[src/rtl/spi_ctrl.sv]
module spi_ctrl #(
  parameter int DEPTH = 8
) (
  input  logic        clk,
  input  logic        rst_n,
  input  logic        bus_wr,
  input  logic        bus_rd,
  input  logic [4:0]  bus_addr,
  input  logic [15:0] bus_wdata,
  output logic [15:0] bus_rdata,
  output logic        sclk,
  output logic        mosi,
  output logic        cs_n,
  input  logic        miso
);
  localparam int AW = $clog2(DEPTH);
  localparam logic [AW:0] FULL_N = (AW+1)'(DEPTH);

  logic [15:0] cr0;
  logic [3:0]  cr1;
  logic [7:0]  cps;
  logic [15:0] txm [DEPTH];
  logic [15:0] rxm [DEPTH];
  logic [AW:0] tx_wp, tx_rp, rx_wp, rx_rp;
  logic        busy, lvl;
  logic [5:0]  hcnt;
  logic [6:0]  pre_cnt;
  logic [7:0]  scr_cnt;
  logic [15:0] sr, rsr;

  wire [2:0] sel = bus_addr[4:2];
  wire unused_addr = &{1'b0, bus_addr[1:0]};

  wire [AW:0] tx_cnt   = tx_wp - tx_rp;
  wire [AW:0] rx_cnt   = rx_wp - rx_rp;
  wire        tx_empty = tx_cnt == '0;
  wire        tx_full  = tx_cnt == FULL_N;
  wire        rx_empty = rx_cnt == '0;
  wire        rx_full  = rx_cnt == FULL_N;

  wire [3:0]  wm1  = (cr0[3:0] < 4'd3) ? 4'd3 : cr0[3:0];
  wire [3:0]  lsh  = 4'd15 - wm1;
  wire [15:0] mask = 16'hFFFF >> lsh;
  wire [5:0]  last = {1'b0, wm1, 1'b0} + 6'd2;
  wire        cpha = cr0[7];

  wire [6:0] lim     = cps[7:1];
  wire       pre_hit = (pre_cnt + 7'd1) >= lim;
  wire       tick    = busy && pre_hit && (scr_cnt == cr0[15:8]);
  wire       fin     = tick && (hcnt == last);
  wire       edg     = tick && !fin;
  wire       lead    = !lvl;
  wire       samp    = edg && (lead ^ cpha);
  wire       shft    = edg && !(lead ^ cpha) && !(cpha && hcnt == 6'd0);
  wire       din     = cr1[0] ? mosi : miso;

  wire start   = !busy && cr1[1] && !tx_empty;
  wire tx_push = bus_wr && sel == 3'd2 && !tx_full;
  wire rx_push = fin && !rx_full;
  wire rx_pop  = bus_rd && sel == 3'd2 && !rx_empty;

  assign sclk = cr0[6] ^ lvl;
  assign mosi = sr[15];
  assign cs_n = !busy;

  always_ff @(posedge clk or negedge rst_n)
    if (!rst_n) begin
      cr0 <= '0;
      cr1 <= '0;
      cps <= '0;
    end else if (bus_wr) begin
      if (sel == 3'd0) cr0 <= bus_wdata;
      if (sel == 3'd1) cr1 <= bus_wdata[3:0];
      if (sel == 3'd4) cps <= {bus_wdata[7:1], 1'b0};
    end

  always_ff @(posedge clk) begin
    if (tx_push) txm[tx_wp[AW-1:0]] <= bus_wdata;
    if (rx_push) rxm[rx_wp[AW-1:0]] <= rsr & mask;
  end

  always_ff @(posedge clk or negedge rst_n)
    if (!rst_n) begin
      tx_wp <= '0; tx_rp <= '0; rx_wp <= '0; rx_rp <= '0;
    end else begin
      if (tx_push) tx_wp <= tx_wp + 1'b1;
      if (start)   tx_rp <= tx_rp + 1'b1;
      if (rx_push) rx_wp <= rx_wp + 1'b1;
      if (rx_pop)  rx_rp <= rx_rp + 1'b1;
    end

  always_ff @(posedge clk or negedge rst_n)
    if (!rst_n) begin
      busy <= 1'b0; lvl <= 1'b0; hcnt <= '0;
      pre_cnt <= '0; scr_cnt <= '0; sr <= '0; rsr <= '0;
    end else if (start) begin
      busy <= 1'b1; lvl <= 1'b0; hcnt <= '0;
      pre_cnt <= '0; scr_cnt <= '0; rsr <= '0;
      sr <= txm[tx_rp[AW-1:0]] << lsh;
    end else if (busy) begin
      pre_cnt <= pre_hit ? 7'd0 : pre_cnt + 7'd1;
      if (pre_hit) scr_cnt <= (scr_cnt == cr0[15:8]) ? 8'd0 : scr_cnt + 8'd1;
      if (fin) busy <= 1'b0;
      if (edg) begin
        lvl  <= ~lvl;
        hcnt <= hcnt + 6'd1;
      end
      if (samp) rsr <= {rsr[14:0], din};
      if (shft) sr  <= sr << 1;
    end

  always_comb
    case (sel)
      3'd0:    bus_rdata = cr0;
      3'd1:    bus_rdata = {12'd0, cr1};
      3'd2:    bus_rdata = rx_empty ? 16'd0 : rxm[rx_rp[AW-1:0]];
      3'd3:    bus_rdata = {11'd0, busy, rx_full, !rx_empty, !tx_full, tx_empty};
      3'd4:    bus_rdata = {8'd0, cps};
      default: bus_rdata = 16'd0;
    endcase

  a_r3_full_write_dropped: assert property (@(posedge clk) disable iff (!rst_n)
    (bus_wr && sel == 3'd2 && tx_full && !start) |=> $stable(tx_cnt));

  a_r10_full_rx_discard: assert property (@(posedge clk) disable iff (!rst_n)
    (fin && rx_full && !rx_pop) |=> rx_full);

  a_r4_start_needs_enable: assert property (@(posedge clk) disable iff (!rst_n)
    $fell(cs_n) |-> $past(cr1[1]));

  a_r6_sclk_holds_between_ticks: assert property (@(posedge clk) disable iff (!rst_n)
    (busy && !tick && !(bus_wr && sel == 3'd0)) |=> $stable(sclk));

  a_r8_queue_bounds: assert property (@(posedge clk) disable iff (!rst_n)
    (tx_cnt <= FULL_N) && (rx_cnt <= FULL_N));
endmodule

[config.mk]
export PLATFORM = sky130hd
export DESIGN_NAME = spi_ctrl
export DESIGN_NICKNAME = d
export VERILOG_FILES = /design/src/rtl/spi_ctrl.sv
export SDC_FILE = /design/constraint.sdc
export NUM_CORES = 1
export LEC_CHECK = 0
export ABC_AREA = 1
export BUFFER_PORTS_ARGS = -buffer_cell sky130_fd_sc_hd__buf_4
export CAP_MARGIN = 10
export CORE_MARGIN = 8
export CORE_UTILIZATION = 30
export CTS_BUF_LIST = sky130_fd_sc_hd__clkbuf_8
export DETAILED_ROUTE_END_ITERATION = 10
export HOLD_SLACK_MARGIN = 0.08
export SLEW_MARGIN = 20
export SYNTH_ARGS = -nofsm -noshare
export SYNTH_HDL_FRONTEND = slang
export SYNTH_SLANG_ARGS = --single-unit
[constraint.sdc]
create_clock -name clk -period 5.41 [get_ports clk]
set_input_delay 0.2705 -clock clk [delete_from_list [all_inputs] [get_ports clk]]
set_output_delay 0.2705 -clock clk [all_outputs]
set_load 0.005 [all_outputs]
==> results.txt, run 1 <==
The flow ran to the end, and the final reports show no timing, DRC or antenna violations. The clock network latency to the later pin of the worst-skew pair is 610 ps. The combined area of all synthesized cells came out at 0.0165 sq mm. The distinct cell type count of the synthesized netlist came out at 45.

The layout cell share with drive strength beyond 1 came out at 10.0%. The total I/O pin count is 45. The starting utilization of the core area came out at 30.1%. Headroom to the max-slew limit came out at 30.2%. The deepest clock path buffer count is 3. Once detail routing completed, the nets flagged for antenna violations numbered 0. The number of inserted diodes came out at 0. The detail-routed net length per standard cell came out at 16.6 um. The via count of the first global-routing pass is 11.7k.

At the end of routability-driven placement, the weighted congestion stood at 0.863. The total clock sinks is 354. The final number of setup-violating endpoints is 0. For the pin with the worst max-slew slack, the measured transition is 1040 ps.

The number of input and output port buffers inserted is 42. Clock skew on the completed layout was measured at 29.3 ps. The library cell used as clock root buffer is sky130_fd_sc_hd__clkbuf_8. The number of buffers inserted by post-CTS setup repair is 0. Across the run, the number of max-cap violations was 0.

The number of H-tree levels is 2. The share of flip-flops with an asynchronous set or reset is 27.7%. Setup total negative slack on the finished layout was measured at 0 ps. The endpoint type of the worst setup path is a flop. Setup repair after global routing left no endpoint under its margin. The global-route usage over all layers is 13.0%. The overflow left after global routing is 0. The routed design could run at a clock period as short as 3950 ps. The max-slew violation count is 0.

The post-synthesis instance total is 1693. The die boundary width is 250 um. In the routed design, unresolved DRC markers number 0. The number of rows in the core area is 86. The first-pass iteration count of the detailed router is 5. The die height came out at 250 um. The final hold violation count came out at 0.

The data arrival at the endpoint of the critical path came out at 4210 ps. The maximum clock rate is 253 MHz. The total number of vias came out at 12.1k. The cell area power density is 434 mW/mm^2. The number of gates resized after CTS is 0.

For this run, the post-layout net count is 1824. The clock-pin slew of the registers on the worst-case setup and hold paths is 60 ps. The most frequently used flop master after synthesis is sky130_fd_sc_hd__edfxtp_1. The floorplan step defined a core boundary enclosing 0.0547 sq mm. Using the TritonRoute via totals, the vias-per-cell ratio works out to 4.79. The critical path class is flop to flop. The static leakage power came out at 0.00809 uW. The number of enable flip-flop cells after synthesis is 256. In this run the worst path has a maximum fanout of 16. The CTS tree is built.

Summed over all nets, the half-perimeter wirelength after detailed placement is 27.2 mm. The total die area is 0.0627 sq mm. IR analysis of the VDD net gives a maximum drop of 0.224 mV. The filler cell count in the final layout is 5520. The wire length of the first global-routing pass came out at 65.6 mm.

The routed design has 41.9 mm of wire. The required arrival time at the worst endpoint came out at 5680 ps. The per-instance average area after synthesis is 9.73 sq um. Entering global routing, the biggest net connects 80 pins. The number of clock buffers inserted by TritonCTS came out at 57. The initial antenna violation count came out at 0. The min-delay analysis places its worst path in the category primary input to flop. The share of the Yosys chip area taken by registers is 61.5%. The final critical path takes up 73.0% of the cycle. The signed area change from the synthesized netlist to the final layout came out at 14.6%. The total of flip-flops plus latches after synthesis is 354.

The post-placement cell area is 0.0177 sq mm. The synthesis warning total is 0. The iteration-0 DRC count of the detailed router is 1071. The area of all placed cells without fillers is 0.0189 sq mm. The number of nets produced by synthesis came out at 1744. The worst setup path is launched from a flop.
[final timing paths]
check,from,endpoint,slack [ps],cells past startpoint
max,cr0[3]$_DFFE_PN0P_,rxm[1][8]$_DFFE_PP_,1460,16
min,bus_wr,cr1[0]$_DFFE_PN0P_,140,4
max reg2reg,cr0[3]$_DFFE_PN0P_,rxm[1][8]$_DFFE_PP_,1460,16
min reg2reg,sr[8]$_DFFE_PN0P_,sr[8]$_DFFE_PN0P_,480,2
max in group asynchronous,rst_n,rsr[2]$_DFFE_PN0P_,4060,3
min in group asynchronous,rst_n,rx_rp[3]$_DFFE_PN0P_,250,2
[cells in the mapped netlist, types with 2 or more instances]
| cell | number | share of area [%] |
|---|---|---|
| sky130_fd_sc_hd__a211oi_1 | 2 | 0.091 |
| sky130_fd_sc_hd__a21o_1 | 2 | 0.091 |
| sky130_fd_sc_hd__a21oi_1 | 36 | 1.1 |
| sky130_fd_sc_hd__buf_1 | 4 | 0.091 |
| sky130_fd_sc_hd__buf_2 | 12 | 0.36 |
| sky130_fd_sc_hd__buf_6 | 2 | 0.14 |
| sky130_fd_sc_hd__clkbuf_1 | 55 | 1.3 |
| sky130_fd_sc_hd__clkinv_1 | 4 | 0.091 |
| sky130_fd_sc_hd__dfrtp_1 | 98 | 15 |
| sky130_fd_sc_hd__edfxtp_1 | 256 | 47 |
| sky130_fd_sc_hd__ha_1 | 25 | 1.9 |
| sky130_fd_sc_hd__inv_1 | 186 | 4.2 |
| sky130_fd_sc_hd__inv_2 | 4 | 0.091 |
| sky130_fd_sc_hd__mux2_2 | 5 | 0.34 |
| sky130_fd_sc_hd__nand2_1 | 359 | 8.2 |
| sky130_fd_sc_hd__nand2_2 | 4 | 0.15 |
| sky130_fd_sc_hd__nand2_4 | 2 | 0.14 |
| sky130_fd_sc_hd__nand3_1 | 168 | 5.1 |
| sky130_fd_sc_hd__nand3b_1 | 3 | 0.14 |
| sky130_fd_sc_hd__nand4_1 | 25 | 0.95 |
| sky130_fd_sc_hd__nor2_1 | 191 | 4.4 |
| sky130_fd_sc_hd__nor2_4 | 3 | 0.21 |
| sky130_fd_sc_hd__nor3_1 | 18 | 0.55 |
| sky130_fd_sc_hd__o2111ai_1 | 5 | 0.27 |
| sky130_fd_sc_hd__o211ai_1 | 6 | 0.27 |
| sky130_fd_sc_hd__o21a_1 | 2 | 0.091 |
| sky130_fd_sc_hd__o21ai_0 | 139 | 4.2 |
| sky130_fd_sc_hd__o221ai_1 | 24 | 1.3 |
| sky130_fd_sc_hd__o22ai_1 | 4 | 0.15 |
| sky130_fd_sc_hd__o31ai_1 | 2 | 0.091 |
| sky130_fd_sc_hd__or2_2 | 3 | 0.11 |
| sky130_fd_sc_hd__xnor2_1 | 7 | 0.37 |
| sky130_fd_sc_hd__xor2_1 | 25 | 1.3 |
[state kept, by name, indices dropped and copies added (netlist names)]
name,flops
rx_wp,4
rx_rp,4
tx_wp,4
sr,16
cps,7
hcnt,6
tx_rp,4
rxm,128
cr0,16
cr1,4
lvl,1
rsr,16
pre_cnt,7
txm,128
busy,1
scr_cnt,8
[stage by stage]
| step | cells | setup WS (ps) | util [%] | hold WS, ps | power (uW) |
|---|---|---|---|---|---|
| floorplan | 1693 | 1410 | - | -25.1 | 5270 |
| global placement | 2400 | 1570 | 32.3 | 332 | 6040 |
| detailed placement | 2400 | 1520 | 32.3 | 341 | 6110 |
| CTS | 2517 | 1470 | 34.5 | 96.4 | 8280 |
| global route | 2517 | 1180 | 34.5 | 137 | 8770 |
| finish | 2517 | 1460 | 34.5 | 141 | 8190 |
[report_power, final]
group / switching [uW] / internal, uW
clock network: 1020 / 1100
registers: 172 / 3100
logic: 1900 / 893
[kinds of logic after synthesis]
kind of cell | synth area share (%)
AO/OA/AOI/OAI | 7.92
XOR/XNOR | 1.70
adder cells (fa/ha/maj) | 1.90
buffers and inverters | 6.31
flip-flops | 61.5
multiplexers | 0.342
AND/OR/NAND/NOR | 20.3
[layer usage]
| metal | wire length [um] | vias up | part of all wire, % | global-route usage, % |
|---|---|---|---|---|
| li1 | - | 5871 | - | - |
| met1 | 19000 | 5780 | 45 | 17.7 |
| met2 | 19500 | 338 | 47 | 21.1 |
| met4 | 1100 | 0 | 2.6 | 4.07 |
| met3 | 2290 | 75 | 5.5 | 2.36 |
| met5 | 0 | - | 0 | 0 |
[repair_timing]
item	CTS	global route
setup endpoints to repair	0	0
hold buffers	18	0
hold endpoints to repair	194	0
[layout make-up]
| type | count | area [sq um] | share of cell area [%] |
|---|---|---|---|
| timing repair buffer | 95 | 758 | 4.02 |
| clock inverter | 36 | 171 | 0.908 |
| clock buffer | 63 | 867 | 4.59 |
| tap | 704 | 881 | 4.66 |
| multi-input combinational | 1071 | 5340 | 28.3 |
| sequential | 354 | 10100 | 53.7 |
| inverter | 194 | 728 | 3.86 |
[layout by cell type (no fill, tap or decap), drive strengths merged, types with 2 or more instances in the layout]
master / count
nand2: 365
edfxtp: 256
inv: 208
nor2: 196
nand3: 168
o21ai: 140
dfrtp: 98
buf: 77
clkbuf: 63
a21oi: 37
xor2: 25
nand4: 25
ha: 25
o221ai: 24
clkinv: 20
nor3: 19
dlygate4sd3: 18
xnor2: 7
o211ai: 6
o2111ai: 5
mux2: 5
o22ai: 4
nand3b: 4
or2: 3
a21o: 2
a211oi: 2
o21a: 2
o31ai: 2
[critical path, cell delays in order (launching register included)]
cell	delay (ps)
sky130_fd_sc_hd__dfrtp_1	490
sky130_fd_sc_hd__nor2_4	270
sky130_fd_sc_hd__nor2_1	70
sky130_fd_sc_hd__buf_4	200
sky130_fd_sc_hd__inv_1	330
sky130_fd_sc_hd__ha_1	280
sky130_fd_sc_hd__ha_1	260
sky130_fd_sc_hd__nand2_1	70
sky130_fd_sc_hd__o21ai_0	70
sky130_fd_sc_hd__inv_1	60
sky130_fd_sc_hd__o211ai_1	70
sky130_fd_sc_hd__nor2_1	170
sky130_fd_sc_hd__nand2_4	120
sky130_fd_sc_hd__nor3_4	290
sky130_fd_sc_hd__nand2_1	310
sky130_fd_sc_hd__nor3_2	220
sky130_fd_sc_hd__buf_4	320
(Power assumes the default switching activity.)
==> run 2: changes to the inputs <==
==> constraint.sdc (replaced) <==
create_clock -name clk -period 3.2 [get_ports clk]
set_input_delay 0.16 -clock clk [delete_from_list [all_inputs] [get_ports clk]]
set_output_delay 0.16 -clock clk [all_outputs]
set_load 0.005 [all_outputs]
==> run 2 against run 1 <==
Against the previous run:
- maximum frequency is 30% higher
- global-route usage is 0.25 points higher
- clock skew is 1.2 ps lower
- total power is 70% higher
- cell count is 1.3% higher
- clock-buffer cell count is 4 lower
- critical path depth is 3 lower
- combinational power is 75% higher
- via count is 1.1% higher
- die area stayed put
==> results.txt, run 2 (synthesis results as in run 1) <==
The maximum clock rate came out at 328 MHz. The final hold violation count came out at 0. The clock net in this run drives a total of 354 sinks. The CTS tree is built. The first TritonRoute pass finished after 5 iterations. The starting utilization of the core area is 30.1%. The area of all placed cells without fillers came out at 0.0193 sq mm. The final critical delay including setup and external delays is 3050 ps. The setup path with the least slack is of type flop to flop. Summing all flip-flop and latch instances after layout gives 0.0101 sq mm. The worst hold path stage count came out at 5. The detail-routed net length per standard cell is 16.9 um. The area of the core region came out at 0.0547 sq mm.

The final layout contains 1848 nets. During placement, the flow inserted port buffers numbering 42. The headroom to the max-slew limit came out at 37.7%. The worst setup path is launched from a flop.

In this run the number of H-tree levels came out at 2. The static leakage power came out at 0.00828 uW. The number of vias per cell came out at 4.78. The sum of met2 wire segment lengths after detailed routing is 20.0 mm. For this run, the slowest stage of the critical path takes 400 ps. The share of the clock period used by the worst path is 95.2%. The clock-pin slew of the registers on the worst-case setup and hold paths came out at 60 ps. The die boundary width came out at 250 um. Clock latency on the worst-skew pair, taken at its later pin, is 620 ps.

Relative to the synthesized area, the layout overhead comes to 17.3%. The signal on the critical path passes through ha_2, nand3_2, nor3_2, xor2_1, ha_1, nand2_1, nand3b_1, nand3_2, nand2_4, nor3_4, nand2_4, nor3_4, clkbuf_16. The post-DP HPWL came out at 27.9 mm. The routability-driven placement congestion ratio is 0.856.

Setup slack closes at 153 ps. The met3 wire length came out at 2.38 mm. The remaining design rule violation count came out at 0. The cell area power density is 721 mW/mm^2. The detailed router put a total of 19.5 mm of wire on met1. The largest net degree at the start of global routing is 80. The most frequent standard cell in the layout excluding fill and tap cells is sky130_fd_sc_hd__nand2_1.

The post-placement cell area came out at 0.0180 sq mm. The number of clock buffers inserted by TritonCTS came out at 56. The total area of multi-input combinational cells came out at 0.00547 sq mm. The filler cell count in the final layout is 5505. The final clock skew came out at 28.1 ps.

The highest routing layer actually used is met4. The flow ran to the end, and the final reports show no timing, DRC or antenna violations. The path class of the tightest hold or removal check is primary input to flop. STA classifies the critical path endpoint as a flop. From bottom edge to top edge, the die measures 250 um. Max-cap violations in this run came to 0. The number of antenna diodes in the final layout is 0. The number of rows in the core area came out at 86. The library cell used as clock root buffer is sky130_fd_sc_hd__clkbuf_8. The cell at the slowest stage of the critical path is sky130_fd_sc_hd__dfrtp_1. The total die area came out at 0.0627 sq mm. The total I/O pin count came out at 45. Global routing finished with a remaining overflow of 0. The max-slew violation count is 0.

The layout cell share with drive strength beyond 1 is 11.8%. In this run, the number of DRC markers left after iteration 0 of detailed routing was 1178. Hold timing on the final database bottoms out at a slack of 121 ps. Of all nets on the critical path, the largest fanout is 8.

The core utilization of the finished layout came out at 35.4%. The initial antenna violation count is 0. The first global-routing pass estimated 66.9 mm of wire.

The slew of the pin with the lowest slew margin came out at 932 ps. The top cell types in the final layout, fill and taps aside, are sky130_fd_sc_hd__nand2_1 (357), sky130_fd_sc_hd__edfxtp_1 (256), sky130_fd_sc_hd__inv_1 (200). Data arrives at the worst endpoint at 3380 ps.

The deepest clock path buffer count is 3. The worst-case vdd ir drop is 0.418 mV. The total wirelength of the detailed-routed design is 43.0 mm. In the global route stage, overall resource usage came out at 13.3%. The pre-CTS setup slack is 92.4 ps. The number of cells on the worst reg-to-reg path came out at 13.

The total number of vias is 12.2k. Setup violations remaining at the end of the flow were counted as 0. Total power for the finished layout comes to 13900 uW. The required arrival time at the worst endpoint is 3530 ps.

The final antenna-violating net count is 0. The via count of the first global-routing pass is 11.8k.
[run 2: what timing repair did]
action,CTS,global route
gates resized for setup,0,8
setup endpoints to repair,0,143
buffers inserted,0,4
hold buffers,22,0
hold endpoints to repair,210,0
[run 2: metal layers]
layer  vias up  track usage [%]
li1       5932                -
met1      5852             17.9
met2       327             21.8
met3        80             2.42
met4         0             3.64
met5         -                0
[run 2: final timing paths]
path	start	to	slack, ps
worst max-delay path	pre_cnt[0]$_DFFE_PN0P_	rxm[3][2]$_DFFE_PP_	150
worst min-delay path	bus_addr[2]	rx_rp[2]$_DFFE_PN0P_	120
worst max register to register	pre_cnt[0]$_DFFE_PN0P_	rxm[3][2]$_DFFE_PP_	150
worst min register to register	sr[0]$_DFFE_PN0P_	sr[0]$_DFFE_PN0P_	480
max in group asynchronous	rst_n	tx_rp[0]$_DFFE_PN0P_	2220
min in group asynchronous	rst_n	scr_cnt[1]$_DFFE_PN0P_	170
[run 2: stage by stage]
| step | cells | setup TNS, ps |
|---|---|---|
| 2_1_floorplan | 1693 | -10570 |
| 3_3_place_gp | 2415 | 0 |
| 3_5_place_dp | 2415 | 0 |
| 4_1_cts | 2543 | 0 |
| 5_1_grt | 2549 | -1100 |
| 6_report | 2549 | 0 |
[run 2: layout make-up]
class                      count  share of cell area, %
tap                          704                   4.56
timing repair buffer         119                   5.64
clock inverter                47                   1.04
clock buffer                  59                   4.20
multi-input combinational   1072                   28.3
inverter                     194                   3.78
sequential                   354                   52.5
[run 2: power breakdown]
group          switching [uW]  internal, uW  total [uW]
Sequential                300          5240        5540
Clock                    1790          1710        3510
Combinational            3280          1600        4880
Total                    5370          8560       13900
[run 2: critical path, delay by kind of cell, from the launching register on]
| family | cells | cell delay, ps |
|---|---|---|
| fa+ha+maj | 2 | 530 |
| xor+xnor | 1 | 110 |
| flops | 1 | 400 |
| simple gates | 9 | 1480 |
| buf+inv | 1 | 230 |
==> run 3: changes to the inputs <==
--- a/config.mk
+++ b/config.mk
@@ -5,14 +5,13 @@
 export SDC_FILE = /design/constraint.sdc
 export NUM_CORES = 1
 export LEC_CHECK = 0
-export ABC_AREA = 1
 export BUFFER_PORTS_ARGS = -buffer_cell sky130_fd_sc_hd__buf_4
 export CAP_MARGIN = 10
 export CORE_MARGIN = 8
 export CORE_UTILIZATION = 30
 export CTS_BUF_LIST = sky130_fd_sc_hd__clkbuf_8
 export DETAILED_ROUTE_END_ITERATION = 10
-export HOLD_SLACK_MARGIN = 0.08
+export HOLD_SLACK_MARGIN = 0.15
 export SLEW_MARGIN = 20
 export SYNTH_ARGS = -nofsm -noshare
 export SYNTH_HDL_FRONTEND = slang
==> run 3 against run 2 <==
Against the previous run:
- maximum frequency decreased by 0.60%
- setup slack got worse by 18 ps
- first-iteration DRC count decreased by 40%
- register-to-register slack got worse by 20 ps
- clock-buffer cell count decreased by 1
- worst hold slack improved by 83 ps
- clock skew decreased by 1.6 ps
- area after synthesis decreased by 4.0%
- largest cell class unchanged
==> results.txt, run 3 <==
The run finished with clean final reports. The number of input and output port buffers inserted is 42. The final hold violation count came out at 0. The post-synthesis share of cell area spent on full adders, half adders and majority gates is 1.98%. The library cells used most frequently in the layout, excluding fill and tap cells, are sky130_fd_sc_hd__edfxtp_1 (256), sky130_fd_sc_hd__dfrtp_1 (96), sky130_fd_sc_hd__buf_4 (92).

The combined area of all synthesized cells is 0.0158 sq mm. The wire length of the first global-routing pass is 60.0 mm. The die height is 246 um. The synthesis warning total is 0.

The detailed router placed 9624 vias in this run. The required arrival time at the worst endpoint came out at 3670 ps. The reported max-cap violation count is 0. Leaving out fill and tap cells, the most frequent cell in the layout is sky130_fd_sc_hd__edfxtp_1.

TritonCTS built the clock tree. The tightest min-delay check is of the primary input to asynchronous set/reset pin type. The number of H-tree levels came out at 2.

The share of flip-flops with an asynchronous set or reset came out at 27.7%. For this block, the routed nets add up to 38.9 mm of wire. The data arrival at the endpoint of the critical path is 3540 ps. The share of cell area taken by muxes after synthesis came out at 15.8%. The static leakage power came out at 0.00707 uW. For this design the top-level I/O count stands at 45. The most frequently used flop master after synthesis is sky130_fd_sc_hd__edfxtp_1. Entering global routing, the biggest net connects 61 pins.

The total of flip-flops plus latches after synthesis came out at 354. The post-synthesis compound-gate area fraction is 5.94%. The final clock skew came out at 26.5 ps. The remaining design rule violation count came out at 0.

By count the netlist is led by sky130_fd_sc_hd__edfxtp_1 (256), sky130_fd_sc_hd__dfrtp_1 (98), sky130_fd_sc_hd__nand2_1 (77). By area the synthesized netlist is led by sky130_fd_sc_hd__edfxtp_1 (49%), sky130_fd_sc_hd__dfrtp_1 (16%), sky130_fd_sc_hd__mux4_2 (9.0%), sky130_fd_sc_hd__mux2i_1 (4.7%), sky130_fd_sc_hd__mux2_2 (2.1%). Of the post-synthesis cell area, the dominant cell type holds 48.6%. The max-slew violation count was 0.

The global-route usage over all layers came out at 12.8%. The final number of setup-violating endpoints came out at 0. The clock period could shrink to 3070 ps. In this run, synthesis inferred 256 flip-flops with an integrated enable.

The total area of multi-input combinational cells came out at 0.00551 sq mm. The share of power burned in the clock network is 29.2%. The number of vias per cell is 4.98. The via count of the first global-routing pass came out at 9960. The initial antenna violation count came out at 1. The worst-case vdd ir drop is 0.374 mV.

The first-pass iteration count of the detailed router came out at 5. The final antenna-violating net count is 0. The distinct cell type count of the synthesized netlist is 62.

The number of nets produced by synthesis is 1119. For this design the total switching power over the nets is 3710 uW. The setup total negative slack is 0 ps.

Setup repair after global routing could not meet its margin everywhere. The number of rows in the core area came out at 84. The total clock sinks came out at 354. For the pin with the worst max-slew slack, the measured transition is 933 ps. The maximum clock rate is 326 MHz.

The internal power came out at 8410 uW. Of all nets on the critical path, the largest fanout is 9. The critical path class is flop to flop. The initial utilization of the core area, before any placement, comes to 30.2%. The routability-driven placement congestion ratio came out at 0.884. The endpoint type of the worst setup path is a flop. For this design the ratio of total power to cell area is 642 mW/mm^2. The worst setup path is launched from a flop. The cell sitting at the root of the clock tree is a sky130_fd_sc_hd__clkbuf_8.

The filler cell count in the final layout is 4995. The number of clock buffers inserted by TritonCTS came out at 54. The dominant combinational cell family by area after synthesis is multiplexers.

The iteration-0 DRC count of the detailed router is 702. The layout cell share with drive strength beyond 1 is 24.9%. The overflow left after global routing came out at 0. The switching fraction of total power is 30.6%. The fraction of power consumed by sequential logic is 44.9%. The clock-pin slew of the registers on the worst-case setup and hold paths came out at 60 ps.

After detailed placement, the design holds a cell count of 1805. The headroom to the max-slew limit came out at 37.3%. The count of nets after finishing came out at 1251. The floorplan step defined a die boundary enclosing 0.0603 sq mm. The combinational group share of total power came out at 25.9%. The worst path uses 95.8% of the clock period. Summing the areas of all xor and xnor instances in the mapped netlist gives 2.27% of the synthesized area. The signed area change from the synthesized netlist to the final layout is 19.4%. The biggest area consumer among synthesized cells is sky130_fd_sc_hd__edfxtp_1.

The detail-routed net length per standard cell is 20.1 um. sky130_fd_sc_hd__edfxtp_1 is the most common cell in the netlist. The finished layout holds 1932 standard cells, fillers aside. The post-synthesis share of cell area spent on and, or, nand and nor gates came out at 7.40%.

The worst hold margin is 203 ps. After floorplanning, the core was sized to cover 0.0523 sq mm. The sequential area share after synthesis is 64.1%. The later pin in the worst-skew pair is clocked with a latency of 610 ps. The post-synthesis instance total came out at 1068.

The per-instance average area after synthesis is 14.8 sq um. The die boundary width came out at 246 um. The longest clock path from root to sink contains 3 buffers. Summed over all nets, the half-perimeter wirelength after detailed placement is 26.3 mm. The area of all sequential standard cells is 0.0101 sq mm.
[run 3: changes by cell type after synthesis, moves of 24 or more]
cell / before / now
sky130_fd_sc_hd__mux2_2: 5 / 29
sky130_fd_sc_hd__mux2i_1: 0 / 74
sky130_fd_sc_hd__inv_1: 186 / 31
sky130_fd_sc_hd__clkbuf_1: 55 / 29
sky130_fd_sc_hd__nand3_1: 168 / 23
sky130_fd_sc_hd__o21ai_0: 139 / 56
sky130_fd_sc_hd__mux4_2: 0 / 63
sky130_fd_sc_hd__nor2_1: 191 / 68
sky130_fd_sc_hd__nand2_1: 359 / 77
[run 3: layout make-up]
class | instances | share of cell area [%]
Multi-Input combinational cell | 626 | 29.2
Sequential cell | 354 | 53.7
Timing Repair Buffer | 130 | 6.50
Clock inverter | 40 | 1.15
Antenna cell | 2 | 0.0265
Inverter | 34 | 0.676
Clock buffer | 58 | 4.23
Tap cell | 688 | 4.56
[run 3: what timing repair did]
item	4_1_cts	5_1_grt
hold buffers	22	0
cloned	0	1
hold endpoints to repair	220	0
pin swaps	0	3
setup buffers	0	4
gates resized for setup	1	12
endpoints found under the setup margin	1	151
[run 3: logic make-up after synthesis]
kind of cell,Yosys count
xor+xnor,41
buf+inv,88
simple gates,247
mux,167
flops,354
compound gates,146
fa+ha+maj,25
[run 3: per-layer routing]
layer  wire length [um]  GRT usage, %
met2              18000          19.7
met3               2490          3.02
met4                770          3.80
met5                  0             0
met1              17600          17.9
[run 3: path summary, 6_finish.rpt]
kind	startpoint	slack, ps	to	depth (start not counted)
worst max-delay path	pre_cnt[0]$_DFFE_PN0P_	130	rsr[13]$_DFFE_PN0P_	14
worst max register to register	pre_cnt[0]$_DFFE_PN0P_	130	rsr[13]$_DFFE_PN0P_	14
worst min-delay path	rst_n	200	rx_rp[1]$_DFFE_PN0P_	2
worst min register to register	rx_wp[3]$_DFFE_PN0P_	480	rx_wp[3]$_DFFE_PN0P_	1
max in group asynchronous	rst_n	2170	sr[3]$_DFFE_PN0P_	3
min in group clk	bus_addr[4]	310	cps[2]$_DFFE_PN0P_	4
[run 3: worst max-delay path, stage by stage (launching register included)]
cell and delay (ps):
sky130_fd_sc_hd__dfrtp_1 410, sky130_fd_sc_hd__ha_4 170, sky130_fd_sc_hd__nand3_2 120, sky130_fd_sc_hd__nor2_2 130
sky130_fd_sc_hd__xor2_1 80, sky130_fd_sc_hd__ha_1 330, sky130_fd_sc_hd__nand3_1 80, sky130_fd_sc_hd__and3_1 200
sky130_fd_sc_hd__o21a_1 160, sky130_fd_sc_hd__or3_4 370, sky130_fd_sc_hd__nor4b_4 280, sky130_fd_sc_hd__buf_4 190
sky130_fd_sc_hd__buf_12 150, sky130_fd_sc_hd__mux2i_2 210, sky130_fd_sc_hd__nor2_1 60
[run 3: per-stage QoR]
stage / total power (uW) / cell area, sq um / utilization, % / worst slack [ps]
floorplan: 7580 / 16000 / - / 11.5
global placement: 8550 / 17500 / 33.5 / 127
detailed placement: 8610 / 17500 / 33.5 / 102
CTS: 12200 / 18800 / 35.9 / 47.0
global route: 12800 / 18900 / 36.1 / -24.0
finish: 12100 / 18900 / 36.1 / 135
[run 3: power by group through the flow]
| stage | Combinational [uW] | Clock [uW] | Sequential, uW |
|---|---|---|---|
| 2_1_floorplan | 2150 | 0 | 5430 |
| 3_3_place_gp | 3030 | 0 | 5510 |
| 3_5_place_dp | 3090 | 0 | 5520 |
| 4_1_cts | 3130 | 3640 | 5430 |
| 5_1_grt | 3460 | 3850 | 5460 |
| 6_report | 3140 | 3540 | 5440 |
